$ cat src/rtl/fuse_map_pkg.sv
package fuse_map_pkg;

   localparam int unsigned BYTE_W = 8;
   localparam int unsigned NIB_W  = 4;
   localparam int unsigned BLK_W  = 2 * NIB_W;

   typedef enum logic [3:0] {
      S_IDLE,
      S_FILL,
      S_LOOP,
      S_HDR1,
      S_HDR2,
      S_WSEL,
      S_WB0,
      S_WB1,
      S_DONE
   } dec_state_e;

endpackage

$ cat src/rtl/fuse_hdr_split.sv
module fuse_hdr_split
   import fuse_map_pkg::*;
#(
   parameter logic [BYTE_W-1:0] END_CODE = 8'hFF
) (
   input  logic [BYTE_W-1:0] hdr1,
   input  logic [BYTE_W-1:0] hdr2,
   output logic              is_end,
   output logic [BLK_W-1:0]  blk,
   output logic [NIB_W-1:0]  absent
);

   // Either byte still erased means the written area ends here.
   assign is_end = (hdr1 == END_CODE) || (hdr2 == END_CODE);

   // Low nibble of the first byte is the high half of the index.
   assign blk    = {hdr1[NIB_W-1:0], hdr2[BYTE_W-1:NIB_W]};

   // A one marks a slot that is not stored in the image.
   assign absent = hdr2[NIB_W-1:0];

endmodule

$ cat src/rtl/fuse_word_pick.sv
module fuse_word_pick #(
   parameter int unsigned NW   = 4,
   parameter int unsigned IW   = $clog2(NW)
) (
   input  logic [NW-1:0] absent,
   input  logic [IW:0]   from,
   output logic          found,
   output logic [IW-1:0] idx
);

   logic [NW-1:0] cand;

   // A slot qualifies when it is stored and not yet visited.
   for (genvar gi = 0; gi < NW; gi++) begin : g_cand
      assign cand[gi] = !absent[gi] && (from <= (IW+1)'(gi));
   end

   // Lowest qualifying slot wins.
   always_comb begin
      found = 1'b0;
      idx   = '0;
      for (int i = NW - 1; i >= 0; i--) begin
         if (cand[i]) begin
            found = 1'b1;
            idx   = IW'(i);
         end
      end
   end

endmodule

$ cat src/rtl/fuse_bound_chk.sv
module fuse_bound_chk #(
   parameter int unsigned PHY_AW = 9,
   parameter int unsigned LOG_AW = 8,
   parameter int unsigned LIDX_W = 11
) (
   input  logic [PHY_AW:0]   off,
   input  logic [PHY_AW-1:0] rsv,
   input  logic [PHY_AW-1:0] psize,
   input  logic [LIDX_W-1:0] lidx,
   input  logic [LOG_AW-1:0] lsize,
   output logic              more,
   output logic              phy_bad,
   output logic              log_bad
);

   localparam int unsigned MA = (PHY_AW + 1 > LIDX_W) ? PHY_AW + 1 : LIDX_W;
   localparam int unsigned MB = (MA > LOG_AW) ? MA : LOG_AW;
   localparam int unsigned CW = MB + 2;

   logic [CW-1:0] off_w, rsv_w, psz_w, lidx_w, lsz_w;

   assign off_w  = CW'(off);
   assign rsv_w  = CW'(rsv);
   assign psz_w  = CW'(psize);
   assign lidx_w = CW'(lidx);
   assign lsz_w  = CW'(lsize);

   // off < psize - rsv, moved to the other side so no term can go negative.
   assign more    = (off_w + rsv_w) < psz_w;

   // Second byte at off+1 beyond psize - rsv - 1, rearranged the same way.
   assign phy_bad = (off_w + rsv_w + CW'(2)) > psz_w;

   // Second logical byte index compared against the map size.
   assign log_bad = (lidx_w + CW'(1)) > lsz_w;

endmodule

$ cat src/rtl/fuse_logmap_dec.sv
module fuse_logmap_dec
   import fuse_map_pkg::*;
#(
   parameter int unsigned      PHY_AW = 9,
   parameter int unsigned      LOG_AW = 8,
   parameter int unsigned      WPB    = 4,
   parameter logic [BYTE_W-1:0] ERASED = 8'hFF
) (
   input  logic              clk,
   input  logic              rst_n,
   input  logic              start,
   input  logic [PHY_AW-1:0] phy_size,
   input  logic [PHY_AW-1:0] rsv_size,
   input  logic [LOG_AW-1:0] log_size,
   output logic              phy_re,
   output logic [PHY_AW-1:0] phy_addr,
   input  logic [BYTE_W-1:0] phy_rdata,
   output logic              log_we,
   output logic [LOG_AW-1:0] log_addr,
   output logic [BYTE_W-1:0] log_wdata,
   output logic              done,
   output logic              err
);

   localparam int unsigned WI_W   = $clog2(WPB);
   localparam int unsigned SLOT_SH = WI_W + 1;
   localparam int unsigned LIDX_W = BLK_W + SLOT_SH;
   localparam int unsigned OFF_W  = PHY_AW + 1;

   // Elaboration checks on the parameter set.
   if (WPB != NIB_W) begin : g_bad_wpb
      $error("WPB must equal the header mask width");
   end
   if (PHY_AW < 3 || PHY_AW > 16) begin : g_bad_phy
      $error("PHY_AW out of supported range");
   end
   if (LOG_AW < 3 || LOG_AW > 16) begin : g_bad_log
      $error("LOG_AW out of supported range");
   end

   dec_state_e          st_q;
   logic [LOG_AW-1:0]   fill_q;
   logic [OFF_W-1:0]    off_q;
   logic [BYTE_W-1:0]   hdr1_q;
   logic [BLK_W-1:0]    blk_q;
   logic [WPB-1:0]      absent_q;
   logic [WI_W:0]       widx_q;
   logic [WI_W-1:0]     cur_w_q;
   logic [LIDX_W-1:0]   lidx_q;
   logic                err_q;

   logic                hdr_end;
   logic [BLK_W-1:0]    hdr_blk;
   logic [NIB_W-1:0]    hdr_absent;
   logic                pick_found;
   logic [WI_W-1:0]     pick_idx;
   logic [LIDX_W-1:0]   lidx_c;
   logic                win_more;
   logic                phy_bad;
   logic                log_bad;
   logic                word_bad;

   fuse_hdr_split #(
      .END_CODE (ERASED)
   ) u_hdr (
      .hdr1   (hdr1_q),
      .hdr2   (phy_rdata),
      .is_end (hdr_end),
      .blk    (hdr_blk),
      .absent (hdr_absent)
   );

   fuse_word_pick #(
      .NW (WPB),
      .IW (WI_W)
   ) u_pick (
      .absent (absent_q),
      .from   (widx_q),
      .found  (pick_found),
      .idx    (pick_idx)
   );

   // Slot position: block index times slot bytes plus twice the slot number.
   assign lidx_c = (LIDX_W'(blk_q) << SLOT_SH) + LIDX_W'({pick_idx, 1'b0});

   fuse_bound_chk #(
      .PHY_AW (PHY_AW),
      .LOG_AW (LOG_AW),
      .LIDX_W (LIDX_W)
   ) u_bound (
      .off     (off_q),
      .rsv     (rsv_size),
      .psize   (phy_size),
      .lidx    (lidx_c),
      .lsize   (log_size),
      .more    (win_more),
      .phy_bad (phy_bad),
      .log_bad (log_bad)
   );

   assign word_bad = phy_bad || log_bad;

   // Sequencer: fill pass, then header and word fetches one byte per cycle.
   always_ff @(posedge clk or negedge rst_n) begin
      if (!rst_n) begin
         st_q     <= S_IDLE;
         fill_q   <= '0;
         off_q    <= '0;
         hdr1_q   <= '0;
         blk_q    <= '0;
         absent_q <= '0;
         widx_q   <= '0;
         cur_w_q  <= '0;
         lidx_q   <= '0;
         err_q    <= 1'b0;
      end else begin
         unique case (st_q)
            S_IDLE: begin
               if (start) begin
                  err_q  <= 1'b0;
                  fill_q <= '0;
                  off_q  <= OFF_W'(rsv_size);
                  st_q   <= (log_size == '0) ? S_LOOP : S_FILL;
               end
            end
            S_FILL: begin
               fill_q <= fill_q + LOG_AW'(1);
               if (fill_q == (log_size - LOG_AW'(1))) begin
                  st_q <= S_LOOP;
               end
            end
            S_LOOP: begin
               st_q <= win_more ? S_HDR1 : S_DONE;
            end
            S_HDR1: begin
               hdr1_q <= phy_rdata;
               st_q   <= S_HDR2;
            end
            S_HDR2: begin
               if (hdr_end) begin
                  st_q <= S_DONE;
               end else begin
                  blk_q    <= hdr_blk;
                  absent_q <= hdr_absent;
                  widx_q   <= '0;
                  off_q    <= off_q + OFF_W'(2);
                  st_q     <= S_WSEL;
               end
            end
            S_WSEL: begin
               if (!pick_found) begin
                  st_q <= S_LOOP;
               end else if (word_bad) begin
                  err_q <= 1'b1;
                  st_q  <= S_DONE;
               end else begin
                  cur_w_q <= pick_idx;
                  lidx_q  <= lidx_c;
                  st_q    <= S_WB0;
               end
            end
            S_WB0: begin
               st_q <= S_WB1;
            end
            S_WB1: begin
               off_q  <= off_q + OFF_W'(2);
               widx_q <= (WI_W+1)'(cur_w_q) + (WI_W+1)'(1);
               st_q   <= S_WSEL;
            end
            S_DONE: begin
               st_q <= S_IDLE;
            end
            default: begin
               st_q <= S_IDLE;
            end
         endcase
      end
   end

   // Memory strobes.
   always_comb begin
      phy_re    = 1'b0;
      phy_addr  = '0;
      log_we    = 1'b0;
      log_addr  = '0;
      log_wdata = ERASED;
      unique case (st_q)
         S_FILL: begin
            log_we   = 1'b1;
            log_addr = fill_q;
         end
         S_LOOP: begin
            phy_re   = win_more;
            phy_addr = PHY_AW'(off_q);
         end
         S_HDR1: begin
            phy_re   = 1'b1;
            phy_addr = PHY_AW'(off_q + OFF_W'(1));
         end
         S_WSEL: begin
            phy_re   = pick_found && !word_bad;
            phy_addr = PHY_AW'(off_q);
         end
         S_WB0: begin
            log_we    = 1'b1;
            log_addr  = LOG_AW'(lidx_q);
            log_wdata = phy_rdata;
            phy_re    = 1'b1;
            phy_addr  = PHY_AW'(off_q + OFF_W'(1));
         end
         S_WB1: begin
            log_we    = 1'b1;
            log_addr  = LOG_AW'(lidx_q + LIDX_W'(1));
            log_wdata = phy_rdata;
         end
         default: begin
         end
      endcase
   end

   assign done = (st_q == S_DONE);
   assign err  = err_q;

   // Completion is a single-cycle pulse.
   assert_done_single_R8: assert property (@(posedge clk) disable iff (!rst_n)
      done |=> !done);

   // The error flag only turns on together with completion.
   assert_err_rises_with_done_R8: assert property (@(posedge clk) disable iff (!rst_n)
      $rose(err) |-> done);

   // Word fetches stay inside the window that ends rsv_size before the image end.
   assert_word_read_in_window_R6: assert property (@(posedge clk) disable iff (!rst_n)
      (phy_re && (st_q == S_WSEL || st_q == S_WB0)) |->
      ((32'(phy_addr) + 32'(rsv_size) + 32'd1) <= 32'(phy_size)));

   // Decoded writes never pass the logical bound.
   assert_log_write_bound_R7: assert property (@(posedge clk) disable iff (!rst_n)
      (log_we && st_q != S_FILL) |-> (log_addr <= log_size));

   // A fetched word always belongs to a slot the header marked as stored.
   assert_picked_word_present_R5: assert property (@(posedge clk) disable iff (!rst_n)
      (st_q == S_WB0) |-> !absent_q[cur_w_q]);

endmodule

$ cat config.mk
export PLATFORM = sky130hd
export DESIGN_NAME = fuse_logmap_dec
export DESIGN_NICKNAME = d
export VERILOG_FILES = /design/src/rtl/fuse_map_pkg.sv /design/src/rtl/fuse_hdr_split.sv /design/src/rtl/fuse_word_pick.sv /design/src/rtl/fuse_bound_chk.sv /design/src/rtl/fuse_logmap_dec.sv
export SDC_FILE = /design/constraint.sdc
export NUM_CORES = 1
export LEC_CHECK = 0
export CORE_MARGIN = 2
export CORE_UTILIZATION = 25
export CTS_CLUSTER_SIZE = 25
export DETAILED_ROUTE_END_ITERATION = 12
export PLACE_DENSITY = 0.42
export SLEW_MARGIN = 20
export SYNTH_ARGS = -nofsm -noshare
export SYNTH_HDL_FRONTEND = slang
export SYNTH_SLANG_ARGS = --single-unit
$ cat constraint.sdc
create_clock -name clk -period 5.8 [get_ports clk]
set_input_delay 1.16 -clock clk [delete_from_list [all_inputs] [get_ports clk]]
set_output_delay 1.16 -clock clk [all_outputs]
set_load 0.005 [all_outputs]
==> flow_summary.toml, run 1 <==
[finish]
regArea_sq_mm = 0.00133
drive_gt1_share_pct = 19.3
nNetsFinal = 687
synthToLayoutAreaGrowth_pct = 34.2
finalNonFillerCells = 836
layout_commonest_cell = "clkdlybuf4s50_1"
fillCellCount = 1839
final_area_sq_mm = 0.00586
final_cell_mix = "clkdlybuf4s50_1, dfrtp_1, buf_4"
diodes = 0
multi_input_area_sq_mm = 0.00299

[floorplanning]
die_h_um = 136
io_pins = 66
core_sq_mm = 0.0172
die_area_sq_mm = 0.0185
fp.dieW_um = 136
core.rowCount = 48
start_util_pct = 25.4

[sta]
slew_headroom_pct = 42.3
setup_violations = 0
fin_crit_ns = 5.63
totalNegativeSetupSlack_ns = 0
timing.final.crit_share_pct = 97.0
slew_violations = 0
worst_pin_slew_ns = 0.862
finClkSkew_ns = 0.00303
hold_viol = 0
fmaxAchievable_ghz = 0.178

[worst_setup_path]
cp_cell_sequence = "dlygate4sd2_1 -> ha_2 -> buf_4 -> a211oi_4 -> o21bai_2 -> a2111oi_4 -> or4_4 -> and2_4 -> nor3b_4 -> xnor2_1 -> ha_1 -> nand4_1 -> a31oi_1 -> nor3_1 -> o21a_1 -> and4_4 -> nand3b_1 -> buf_2"
crit_path_max_fanout = 3
cpPeakStageDelay_ns = 0.55
cp_data_arrival_time_ns = 4.47
critPathKind = "input pin to output pin"
reg2reg_from = "off_q[1]"
cp.required_ns = 4.64
reg2reg_depth = 16
start_kind = "input pin"
cpLargestDelayFamily = "simple AND/OR/NAND/NOR gates"
startpoint = "rsv_size[0]"
crit_cells = 18
r2r_setup_slack_ns = 1.74
critPathCaptureType = "output pin"
critical_path.n_buffers_inverters = 3
slowest_stage = "or4_4"

[pwr]
p_leak_nw = 2.52
ir_drop_v = 0.000178
power_frac_seq_pct = 24.2
p_clk_share_pct = 10.5
power.density_mw_per_mm2 = 535
p_switching_mw = 1.39
combPwrFrac_pct = 65.3
p_sw_share_pct = 44.5
intPower_mw = 1.74

[global_routing]
grtUsageTotal_pct = 15.4
grt_start_max_net_pins = 54
grt_overflow = 0
grt_pass1_wl_mm = 22.1
antenna_found_initial = 0
grt_pass1_vias = 4215

[status]
status = "finished clean"

[synth]
async_flop_share_pct = 100
synth.distinct_cells = 62
synth_fp_nets = 584
syn_area_sq_mm = 0.00436
yosysSeqAreaShare_pct = 30.4
ys_warn_count = 0
synth_edf_count = 0
ys.flop_type = "dfrtp_1"
syn_avg_cell_area_sq_um = 8.61
syn_inst = 507
ys_ff_latch = 53

[drt]
wl_per_cell_um = 16.6
first_pass_iters = 4
drc = 0
wirelength_mm = 13.9
vias = 4163
drt_iter0_drc = 235
final_antenna_net_count = 0
viasPerCell = 4.98

[clocking]
clk_path_buf_depth = 2
postCtsHoldBufs = 0
cts.htree.levels = 2
worstSkewPairLatency_ns = 0.31
cts_buffers = 5
cts_tree = "yes"
clock-sinks = 53
cts_root_buf = "clkbuf_16"
path_clk_slew_ns = 0.08

[placement]
gp_congestion = 0.836
dp.cells = 826
place_area_sq_mm = 0.00557
port_buffers = 65
dp_hpwl_mm = 10.7

[min_path]
worstHoldStart = "err"
hold_class = "flop to flop"
hold_depth = 1

[job]
cap_viol_max_count = 0
-- metrics by stage --
| stage | worst slack (ns) | power, mW | hold WS (ns) | utilization, % |
|---|---|---|---|---|
| after floorplan | 0.368 | 1.90 | 0.459 | - |
| after global placement | -0.504 | 2.68 | 0.473 | 32.4 |
| after detailed placement | -0.646 | 2.71 | 0.479 | 32.4 |
| after CTS | 0.114 | 3.10 | 0.498 | 33.6 |
| after global routing | -0.0209 | 3.43 | 0.513 | 34.1 |
| final | 0.172 | 3.13 | 0.491 | 34.1 |
-- power groups by stage --
stage | registers [mW] | logic [mW] | clock network, mW
floorplan | 0.648 | 1.25 | 0
global placement | 0.752 | 1.93 | 0
detailed placement | 0.758 | 1.96 | 0
CTS | 0.754 | 2.01 | 0.341
global route | 0.791 | 2.28 | 0.354
finish | 0.757 | 2.05 | 0.328
-- Yosys cell counts, types with 2 or more instances --
| library cell | instances | area share (%) |
|---|---|---|
| o21a_1 | 6 | 1.0 |
| nor2b_1 | 5 | 0.72 |
| or2_2 | 3 | 0.43 |
| o21ai_0 | 48 | 5.5 |
| nand2b_1 | 6 | 0.86 |
| or3_1 | 9 | 1.3 |
| nor3b_1 | 3 | 0.52 |
| inv_1 | 26 | 2.2 |
| nor2_1 | 38 | 3.3 |
| a22o_1 | 8 | 1.6 |
| mux2i_1 | 2 | 0.46 |
| nand2_1 | 37 | 3.2 |
| a31oi_1 | 6 | 0.86 |
| and3_1 | 10 | 1.4 |
| a21oi_1 | 32 | 3.7 |
| nor4_1 | 3 | 0.43 |
| ha_1 | 39 | 11 |
| o211ai_1 | 4 | 0.69 |
| clkbuf_1 | 16 | 1.4 |
| nand3b_1 | 2 | 0.34 |
| o22ai_1 | 4 | 0.57 |
| o21bai_1 | 2 | 0.34 |
| xor2_1 | 9 | 1.8 |
| mux2_2 | 25 | 6.5 |
| nand4_1 | 15 | 2.2 |
| a211oi_2 | 2 | 0.57 |
| a211oi_1 | 5 | 0.86 |
| xnor2_1 | 12 | 2.4 |
| o31ai_1 | 6 | 1.0 |
| nor3_1 | 12 | 1.4 |
| dfrtp_1 | 53 | 30 |
| and2_1 | 3 | 0.43 |
| nand3_1 | 19 | 2.2 |
| a21o_1 | 8 | 1.4 |
| and4_1 | 2 | 0.40 |
-- sequential cells by signal, summed over array words and instances, names as in the netlist --
name and flops:
off_q 10, hdr1_q 8, widx_q 3, cur_w_q 1, err 1, fill_q 8, st_q 4, absent_q 4
blk_q 8, lidx_q 6
-- repair_timing --
action,CTS,global route
endpoints found under the setup margin,1,1
setup buffers,2,0
resized for setup,19,15
pin swaps,16,12
-- metal layers --
| layer | GRT usage [%] | vias to the layer above | share of wire, % |
|---|---|---|---|
| met5 | 0 | - | 0 |
| met4 | 3.76 | 0 | 0.92 |
| met3 | 2.31 | 7 | 4.1 |
| met2 | 26.5 | 96 | 48 |
| met1 | 20.2 | 1984 | 47 |
| li1 | - | 2076 | - |
-- cell type report --
class | count | share of cell area, %
Multi-Input combinational cell | 409 | 51.1
Clock inverter | 3 | 0.491
Tap cell | 225 | 4.81
Inverter | 26 | 1.67
Timing Repair Buffer | 115 | 17.2
Sequential cell | 53 | 22.6
Clock buffer | 5 | 2.14
-- worst register-to-register path: cells and delay by family (launching register included) --
family,cells,cell delay (ns)
adder cells (fa/ha/maj),2,0.64
AND/OR/NAND/NOR,7,1.76
AO/OA/AOI/OAI,5,0.75
flip-flops,1,0.53
XOR/XNOR,1,0.09
buffers and inverters,1,0.17
-- worst paths after layout --
| check | end |
|---|---|
| setup / recovery | phy_re |
| setup reg to reg | st_q[2] |
| max in group asynchronous | fill_q[7] |
| min in group asynchronous | off_q[1] |
| hold / removal | err |
| hold reg to reg | err |
-- cell families (layout without fill, tap and decap cells) --
logic type               Yosys count  after routing  share of synthesized area (%)
buffers and inverters             45            149                           4.07
adder cells (fa/ha/maj)           40             40                           11.6
flip-flops                        53             53                           30.4
multiplexers                      29             29                           7.51
AO/OA/AOI/OAI                    145            145                           21.5
AND/OR/NAND/NOR                  173            173                           20.3
XOR/XNOR                          22             22                           4.59
(Power assumes the default switching activity.)
==> run 2, diff against run 1 <==
RECOVER_POWER = 50   (was unset)
==> flow_summary.toml, run 2 (synthesis gave the netlist of run 1 again) <==
[drt]
drc = 0
vias = 4163
viasPerCell = 4.98
drt_iter0_drc = 235
wl_per_cell_um = 16.6
wirelength_mm = 13.9
first_pass_iters = 4
final_antenna_net_count = 0

[pwr]
p_clk_share_pct = 10.5
intPower_mw = 1.74
p_leak_nw = 2.51
ir_drop_v = 0.000178
p_switching_mw = 1.39
p_sw_share_pct = 44.5
power.density_mw_per_mm2 = 535
power_mw = 3.13
power_frac_seq_pct = 24.2
combPwrFrac_pct = 65.3

[finish]
final_cell_mix = "clkdlybuf4s50_1, dfrtp_1, buf_4"
largest_register_ffs = 10
nNetsFinal = 687
synthToLayoutAreaGrowth_pct = 34.1
fillCellCount = 1841
layout_commonest_cell = "clkdlybuf4s50_1"
final_util_pct = 34.1
final_area_sq_mm = 0.00585
drive_gt1_share_pct = 19.1
top_register = "off_q"
diodes = 0

[min_path]
hold_class = "flop to flop"

[job]
cap_viol_max_count = 1

[clocking]
cts_buffers = 5
clk_path_buf_depth = 2
postCtsHoldBufs = 0
cts.htree.levels = 2
cts_tree = "yes"
clock-sinks = 53
worstSkewPairLatency_ns = 0.31
cts_root_buf = "clkbuf_16"
path_clk_slew_ns = 0.08

[sta]
setup_violations = 0
whs_ns = 0.491
slew_headroom_pct = -110
worst_pin_slew_ns = 3.15
timing.final.crit_share_pct = 97.0
slew_violations = 54
fmaxAchievable_ghz = 0.178
fin_crit_ns = 5.63
hold_viol = 0
finClkSkew_ns = 0.00303

[worst_setup_path]
critical_path.n_buffers_inverters = 3
cpLargestDelayFamily = "simple AND/OR/NAND/NOR gates"
slowest_stage = "or4_4"
cp.required_ns = 4.64
critPathKind = "input pin to output pin"
crit_path_max_fanout = 3
cpPeakStageDelay_ns = 0.55
cp_data_arrival_time_ns = 4.47
start_kind = "input pin"
cp_cell_sequence = "dlygate4sd2_1 -> ha_2 -> buf_4 -> a211oi_4 -> o21bai_2 -> a2111oi_4 -> or4_4 -> and2_4 -> nor3b_4 -> xnor2_1 -> ha_1 -> nand4_1 -> a31oi_1 -> nor3_1 -> o21a_1 -> and4_4 -> nand3b_1 -> buf_2"
critPathCaptureType = "output pin"

[placement]
dp_hpwl_mm = 10.7
place_area_sq_mm = 0.00557
gp_congestion = 0.836
port_buffers = 65

[global_routing]
grt_pass1_vias = 4215
grt_pass1_wl_mm = 22.1
antenna_found_initial = 0
grt_start_max_net_pins = 54
grt_overflow = 0
grtUsageTotal_pct = 15.4

[floorplanning]
fp.dieW_um = 136
die_area_sq_mm = 0.0185
die_h_um = 136
io_pins = 66
start_util_pct = 25.4
core_sq_mm = 0.0172
core.rowCount = 48

[status]
violations = "max-capacitance violations, max-slew violations"
status = "finished, violations left"
-- run 2: cell types whose count changed in the layout (fill, tap and decap cells not counted) --
cell / previous run / this run
clkbuf_1: 0 / 1
clkdlybuf4s50_1: 58 / 57
dlygate4sd3_1: 0 / 1
buf_4: 50 / 49
-- run 2: what timing repair did --
action | in CTS | in global routing
setup buffers | 2 | 0
endpoints found under the setup margin | 1 | 1
pin swaps | 16 | 12
gates cloned | 0 | 0
gates resized for setup | 19 | 15
-- run 2: area by class of cell --
class	instances	area, sq um	area share, %
multi-input cells	409	2990	51.1
flip-flops and latches	53	1330	22.7
repair buffers	115	1000	17.1
well taps	225	282	4.81
clock buffers	5	125	2.14
inverters	26	97.6	1.67
clock inverters	3	28.8	0.492
-- run 2: metrics by stage --
| stage | cells | TNS [ns] | setup WS [ns] |
|---|---|---|---|
| 6_report | 836 | 0 | 0.172 |
| 5_1_grt | 836 | -0.0209 | -0.0209 |
| 4_1_cts | 836 | 0 | 0.114 |
| 3_5_place_dp | 826 | -0.646 | -0.646 |
| 3_3_place_gp | 826 | -0.504 | -0.504 |
| 2_1_floorplan | 507 | 0 | 0.368 |
-- run 2: final timing paths --
| path | startpoint | end | slack [ns] | cells past startpoint |
|---|---|---|---|---|
| worst max register to register | off_q[1] | st_q[2] | 1.74 | 16 |
| min in group asynchronous | rst_n | off_q[1] | 1.99 | 2 |
| worst min-delay path | err | err | 0.49 | 1 |
| worst max-delay path | rsv_size[0] | phy_re | 0.17 | 18 |
| worst min register to register | err | err | 0.49 | 1 |
| max in group asynchronous | rst_n | fill_q[7] | 2.04 | 2 |
-- run 2: metal layers --
metal | wire length [um] | track usage [%] | vias up
met1 | 6500 | 20.2 | 1984
li1 | - | - | 2076
met3 | 565 | 2.31 | 7
met5 | 0 | 0 | -
met2 | 6660 | 26.5 | 96
met4 | 128 | 3.76 | 0
-- run 2: power by group through the flow --
stage	Sequential (mW)	Combinational (mW)	Clock (mW)
floorplan	0.648	1.25	0
global placement	0.752	1.93	0
detailed placement	0.758	1.96	0
CTS	0.754	2.01	0.341
global route	0.791	2.28	0.354
finish	0.757	2.05	0.328
